===== config.mk =====
export PLATFORM = sky130hd
export DESIGN_NAME = uart_addr_rx
export DESIGN_NICKNAME = d
export VERILOG_FILES = /design/src/rtl/uart_rx_pkg.sv /design/src/rtl/uart_rx_ctrl.sv /design/src/rtl/uart_rx_dpath.sv /design/src/rtl/uart_addr_rx.sv
export SDC_FILE = /design/constraint.sdc
export NUM_CORES = 1
export LEC_CHECK = 0
export BUFFER_PORTS_ARGS = -buffer_cell sky130_fd_sc_hd__buf_4
export CORE_MARGIN = 1
export CORE_UTILIZATION = 60
export CTS_CLUSTER_SIZE = 16
export DETAILED_ROUTE_END_ITERATION = 8
export PLACE_DENSITY = 0.81
export REMOVE_ABC_BUFFERS = 1
export SKIP_CTS_REPAIR_TIMING = 1
export SYNTH_ARGS = -nofsm -noshare
export SYNTH_HDL_FRONTEND = slang
export SYNTH_SLANG_ARGS = --single-unit

===== constraint.sdc =====
create_clock -name clk -period 3.75 [get_ports clk]
set_clock_uncertainty 0.05 [all_clocks]
set_input_delay 0.375 -clock clk [delete_from_list [all_inputs] [get_ports clk]]
set_output_delay 0.375 -clock clk [all_outputs]
set_load 0.005 [all_outputs]

===== src/rtl/uart_rx_pkg.sv =====
package uart_rx_pkg;
  localparam int MAX_DATA = 9;

  typedef enum logic [1:0] {ST_IDLE, ST_START, ST_BITS} rxState_e;

  typedef struct packed {
    logic clearAcc;
    logic shiftData;
    logic capParity;
    logic finish;
  } rxStrobe_t;

  function automatic logic [3:0] dataBits(input logic [2:0] code);
    return (code > 3'd4) ? 4'd9 : 4'(code) + 4'd5;
  endfunction

  function automatic logic majority3(input logic a, input logic b, input logic c);
    return (a & b) | (a & c) | (b & c);
  endfunction
endpackage


===== src/rtl/uart_rx_ctrl.sv =====
module uart_rx_ctrl
  import uart_rx_pkg::*;
#(
  parameter int OSR_NORMAL = 16,
  parameter int OSR_FAST = 8
) (
  input  logic       clk,
  input  logic       rstN,
  input  logic       tick,
  input  logic       lineIn,
  input  logic       vote,
  input  logic       doubleSpeed,
  input  logic [2:0] dataLen,
  input  logic       parityEn,
  output rxStrobe_t  strb
);
  localparam int CNT_W = $clog2(OSR_NORMAL);
  localparam int SLOT_W = $clog2(MAX_DATA + 3);

  rxState_e          state;
  logic [CNT_W-1:0]  cnt;
  logic [SLOT_W-1:0] slot;
  logic [SLOT_W-1:0] nData, stopSlot;
  logic [CNT_W-1:0]  lastTick, decideAt;
  logic              decide;

  assign nData    = SLOT_W'(dataBits(dataLen));
  assign stopSlot = nData + SLOT_W'(parityEn);
  assign lastTick = doubleSpeed ? CNT_W'(OSR_FAST - 1) : CNT_W'(OSR_NORMAL - 1);
  assign decideAt = doubleSpeed ? CNT_W'(OSR_FAST / 2 + 1) : CNT_W'(OSR_NORMAL / 2 + 1);
  assign decide   = tick && (cnt == decideAt);

  always_ff @(posedge clk or negedge rstN) begin
    if (!rstN) begin
      state <= ST_IDLE;
      cnt   <= '0;
      slot  <= '0;
    end else if (tick) begin
      unique case (state)
        ST_IDLE: if (!lineIn) begin
          state <= ST_START;
          cnt   <= CNT_W'(1);
        end
        ST_START: begin
          if (decide && vote) state <= ST_IDLE;
          else if (cnt == lastTick) begin
            state <= ST_BITS;
            cnt   <= '0;
            slot  <= '0;
          end else cnt <= cnt + 1'b1;
        end
        ST_BITS: begin
          if (decide && slot == stopSlot) state <= ST_IDLE;
          else if (cnt == lastTick) begin
            cnt  <= '0;
            slot <= slot + 1'b1;
          end else cnt <= cnt + 1'b1;
        end
        default: state <= ST_IDLE;
      endcase
    end
  end

  always_comb begin
    strb.clearAcc  = tick && state == ST_IDLE && !lineIn;
    strb.shiftData = decide && state == ST_BITS && slot < nData;
    strb.capParity = decide && state == ST_BITS && parityEn && slot == nData;
    strb.finish    = decide && state == ST_BITS && slot == stopSlot;
  end

  // at most one bit action per cycle
  p_strobe_excl_r2: assert property (@(posedge clk) disable iff (!rstN)
    $onehot0({strb.clearAcc, strb.shiftData, strb.capParity, strb.finish}));

  // a high start-centre vote returns to idle
  p_start_reject_r3: assert property (@(posedge clk) disable iff (!rstN)
    (state == ST_START && decide && vote) |=> (state == ST_IDLE));
endmodule


===== src/rtl/uart_rx_dpath.sv =====
module uart_rx_dpath
  import uart_rx_pkg::*;
(
  input  logic       clk,
  input  logic       rstN,
  input  logic       tick,
  input  logic       lineIn,
  input  rxStrobe_t  strb,
  input  logic [2:0] dataLen,
  input  logic       parityEn,
  input  logic       filterEn,
  input  logic       rxRead,
  output logic       vote,
  output logic       rxValid,
  output logic [7:0] rxData,
  output logic       rxBit9,
  output logic       rxFrameErr,
  output logic       rxParityErr,
  output logic       rxOverrun
);
  logic [1:0]          hist;
  logic [MAX_DATA-1:0] shiftReg, aligned;
  logic                parityAcc;
  logic [3:0]          nBits;
  logic                typeBit, storeReq, canWrite;

  assign vote     = majority3(hist[1], hist[0], lineIn);
  assign nBits    = dataBits(dataLen);
  assign aligned  = shiftReg >> (4'(MAX_DATA) - nBits);
  assign typeBit  = (nBits == 4'(MAX_DATA)) ? aligned[MAX_DATA-1] : vote;
  assign storeReq = strb.finish && !(filterEn && !typeBit);
  assign canWrite = !rxValid || rxRead;

  always_ff @(posedge clk or negedge rstN) begin
    if (!rstN) begin
      hist      <= 2'b11;
      shiftReg  <= '0;
      parityAcc <= 1'b0;
    end else begin
      if (tick) hist <= {hist[0], lineIn};
      if (strb.clearAcc) begin
        shiftReg  <= '0;
        parityAcc <= 1'b0;
      end else if (strb.shiftData) begin
        shiftReg  <= {vote, shiftReg[MAX_DATA-1:1]};
        parityAcc <= parityAcc ^ vote;
      end else if (strb.capParity) begin
        parityAcc <= parityAcc ^ vote;
      end
    end
  end

  always_ff @(posedge clk or negedge rstN) begin
    if (!rstN) begin
      rxValid     <= 1'b0;
      rxData      <= '0;
      rxBit9      <= 1'b0;
      rxFrameErr  <= 1'b0;
      rxParityErr <= 1'b0;
      rxOverrun   <= 1'b0;
    end else begin
      if (rxRead) begin
        rxValid   <= 1'b0;
        rxOverrun <= 1'b0;
      end
      if (storeReq) begin
        if (canWrite) begin
          rxValid     <= 1'b1;
          rxData      <= aligned[7:0];
          rxBit9      <= typeBit;
          rxFrameErr  <= !vote;
          rxParityErr <= parityEn && parityAcc;
        end else begin
          rxOverrun <= 1'b1;
        end
      end
    end
  end

  // a read with no completing frame empties the buffer
  p_read_clears_r11: assert property (@(posedge clk) disable iff (!rstN)
    (rxRead && !strb.finish) |=> !rxValid);

  // a full buffer keeps its byte and flags overrun
  p_overrun_keep_r10: assert property (@(posedge clk) disable iff (!rstN)
    (rxValid && !rxRead && storeReq) |=> (rxOverrun && $stable(rxData) && rxValid));

  // a data frame under filtering leaves an empty buffer empty
  p_filter_drop_r8: assert property (@(posedge clk) disable iff (!rstN)
    (!rxValid && !rxRead && strb.finish && filterEn && !typeBit) |=> !rxValid);
endmodule


===== src/rtl/uart_addr_rx.sv =====
module uart_addr_rx
  import uart_rx_pkg::*;
#(
  parameter int OSR_NORMAL = 16,
  parameter int OSR_FAST = 8
) (
  input  logic       clk,
  input  logic       rstN,
  input  logic       rxLine,
  input  logic       sampleTick,
  input  logic       doubleSpeed,
  input  logic [2:0] dataLen,
  input  logic       parityEn,
  input  logic       filterEn,
  input  logic       rxRead,
  output logic       rxValid,
  output logic [7:0] rxData,
  output logic       rxBit9,
  output logic       rxFrameErr,
  output logic       rxParityErr,
  output logic       rxOverrun
);
  logic [1:0] syncLine;
  logic       vote;
  rxStrobe_t  strb;

  always_ff @(posedge clk or negedge rstN) begin
    if (!rstN) syncLine <= 2'b11;
    else       syncLine <= {syncLine[0], rxLine};
  end

  uart_rx_ctrl #(.OSR_NORMAL(OSR_NORMAL), .OSR_FAST(OSR_FAST)) u_ctrl (
    .clk(clk), .rstN(rstN), .tick(sampleTick), .lineIn(syncLine[1]), .vote(vote),
    .doubleSpeed(doubleSpeed), .dataLen(dataLen), .parityEn(parityEn), .strb(strb)
  );

  uart_rx_dpath u_dpath (
    .clk(clk), .rstN(rstN), .tick(sampleTick), .lineIn(syncLine[1]), .strb(strb),
    .dataLen(dataLen), .parityEn(parityEn), .filterEn(filterEn), .rxRead(rxRead),
    .vote(vote), .rxValid(rxValid), .rxData(rxData), .rxBit9(rxBit9),
    .rxFrameErr(rxFrameErr), .rxParityErr(rxParityErr), .rxOverrun(rxOverrun)
  );
endmodule


==> metrics.txt <==
first-pass GRT wire length=7800 um; Top delay family on crit path=simple AND/OR/NAND/NOR gates; Via Count=1,807; DR iter-0 viols=117; Detailed Route WL=4700 um; starting density of the core=63.8%; ANT nets after route=0; status=complete, but fails checks; Final setup violation count=0; top achievable clock speed=329 MHz; yosys warns=0; Clk network pwr share=28.3%; H-tree Lvls=2; P_sw=0.319 mW; die width=64.8 um; Tmin final=3.04 ns; Inst Count DP=303; commonest non-fill, non-tap cell in the layout=dfrtp_1; vias in the first global route=1,737; Nets=289; Post-synth EDFFs=0; Total GRT Usage=24.6%; critical path, cell by cell=buf_4 > inv_1 > ha_1 > nand2b_1 > nand2_1 > inv_1 > ha_1 > xnor2_1 > nand2_1 > or4b_4 > nor2_4 > nand3_2 > mux2_1; failing checks=hold timing; Site Rows=22; Post-Layout Cell Count=311; hpwl dp=3480 um; clk root buf=clkbuf_8; Critical Path AT=3.17 ns; diodes inserted=0; area grow syn2layout=12.9%; Max VDD drop=0.234 mV; clock sink count=37; hold slack final=-0.0232 ns; total grt overflow=0; final hold viol count=33; Inserted Clock Buffers=5; clk buf depth=2; setup_tns=0 ns; Reg2Reg Depth=5; DIE HEIGHT=64.8 um; Sw Share=32.6%; I/O pins=24; Max Slew Vio Count=0; initial antenna violation count=0; largest stage delay on the critical path=0.56 ns; Via density=5.81; Synth top area share=34.8%; area of the core=0.00372 mm^2; HP Class=primary input to asynchronous set/reset pin; reg2reg setup slack=1.22 ns; Pleak=1.42 nW; Critical-path top delay cell=or4b_4; largest net degree at the start of global routing=38; Reg power frac=46.6%; CP Capture Type=register; drt pass-1 iters=4; Syn Area/Cell=10.1 um^2; Post-Syn Area=0.00237 mm^2; Top FF cell, synth=dfrtp_1; CTS tree=built; top post-synthesis cells by area=dfrtp_1 (35%), mux2i_1 (9.7%), ha_1 (8.4%); Int Power=0.660 mW; Wirelength per Cell=15.1 um; Worst-path clk slew=0.08 ns; share of cells above drive strength 1=20.9%; Clk Latency, worst-skew pair=0.30 ns; IO Port Bufs=23; unrepaired setup endpoints after global routing=no; Worst setup SP type=primary input; post-synthesis cell type count=52; crit path kind=primary input to register; Worst Tran Pin Value=0.603 ns; period utilisation layout=80.9%; total die area=0.00420 mm^2; commonest cells after routing, fill and taps aside=dfrtp_1 (33), nand2_1 (25), buf_4 (25); Worst Path Max Fanout=11; Comb power frac=25.2%; DR DRC count=0; area leader, netlist=dfrtp_1; CP required=3.88 ns; Slew HR=59.5%; ys async rst share=100%; Critical Path Stages=13; Seq cells post-synth=37; pwr dens=366 mW/mm^2; WP buf/inv=3; MaxCap Viol Count=0; sequential-to-total area share from yosys stat=39.3%; GP Congestion=0.841; Mapped Cells=235; fin util=72.0%
cells in the mapped netlist, drive strengths merged (2+ instances only):
library cell and count:
and3b 2, a21oi 6, a21o 2, mux4 2, and3 2, nand3 8
dfstp 4, nand2 25, ha 16, o211ai 2, xnor2 4, mux2 11
and2 2, nand3b 2, nor2b 3, a31oi 3, inv 16, nand2b 3
dfrtp 33, or2 2, o21ai 16, buf 3, or3 2, xor2 2
mux2i 23, clkbuf 2, nor2 21
power by group through the flow:
stage	sequential [mW]	clock [mW]	combinational [mW]
2_1_floorplan	0.457	0	0.180
3_3_place_gp	0.462	0	0.238
3_5_place_dp	0.463	0	0.246
4_1_cts	0.455	0.284	0.248
5_1_grt	0.460	0.297	0.282
6_report	0.456	0.277	0.246
per-layer routing:
| layer | routed length [um] | vias up | part of all wire [%] | track usage, % |
|---|---|---|---|---|
| li1 | - | 885 | - | - |
| met1 | 2150 | 865 | 46 | 31.6 |
| met2 | 2260 | 47 | 48 | 40.6 |
| met3 | 210 | 10 | 4.5 | 4.40 |
| met4 | 75 | 0 | 1.6 | 10.0 |
| met5 | 0 | - | 0 | 0 |
flip-flops by register name (all words and copies together), names as in the netlist, 2 cells and up:
name              cells
u_dpath.shiftReg      9
u_dpath.rxData        8
u_ctrl.cnt            4
u_ctrl.slot           4
syncLine              2
u_ctrl.state          2
u_dpath.hist          2
area by class of cell:
class,instances,area (um^2)
clock buffer,5,68.8
clock inverter,3,17.5
tap,48,60.1
inverter,16,60.1
fill,300,1040
timing repair buffer,25,188
multi-input combinational,177,1350
sequential,37,931
final timing paths:
path,start,to
worst min-delay path,rstN,u_ctrl.slot[1]$_DFFE_PN0P_
min in group clk,rxLine,syncLine[0]$_DFF_PN1_
worst max-delay path,dataLen[0],u_dpath.rxData[3]$_DFFE_PN0P_
max in group asynchronous,rstN,syncLine[1]$_DFF_PN1_
worst min register to register,syncLine[0]$_DFF_PN1_,syncLine[1]$_DFF_PN1_
worst max register to register,u_ctrl.slot[3]$_DFFE_PN0P_,u_dpath.rxData[3]$_DFFE_PN0P_
through the flow:
| step | cell area (um^2) | setup slack [ns] | power, mW |
|---|---|---|---|
| global placement | 2590 | 0.500 | 0.700 |
| floorplan | 2340 | 0.580 | 0.636 |
| finish | 2680 | 0.715 | 0.979 |
| global route | 2680 | 0.502 | 1.04 |
| CTS | 2680 | 0.707 | 0.987 |
| detailed placement | 2590 | 0.416 | 0.710 |
cell families after synthesis:
kind of cell	share of synthesized area [%]
and+or+nand+nor	16.5
adders and majority gates	8.87
muxes	18.0
xor gates and xnor gates	3.22
DFF	39.3
buffers and inverters	3.75
AOI/OAI and AO/OA	10.4
No activity file was read; power rests on OpenSTA's default activity.
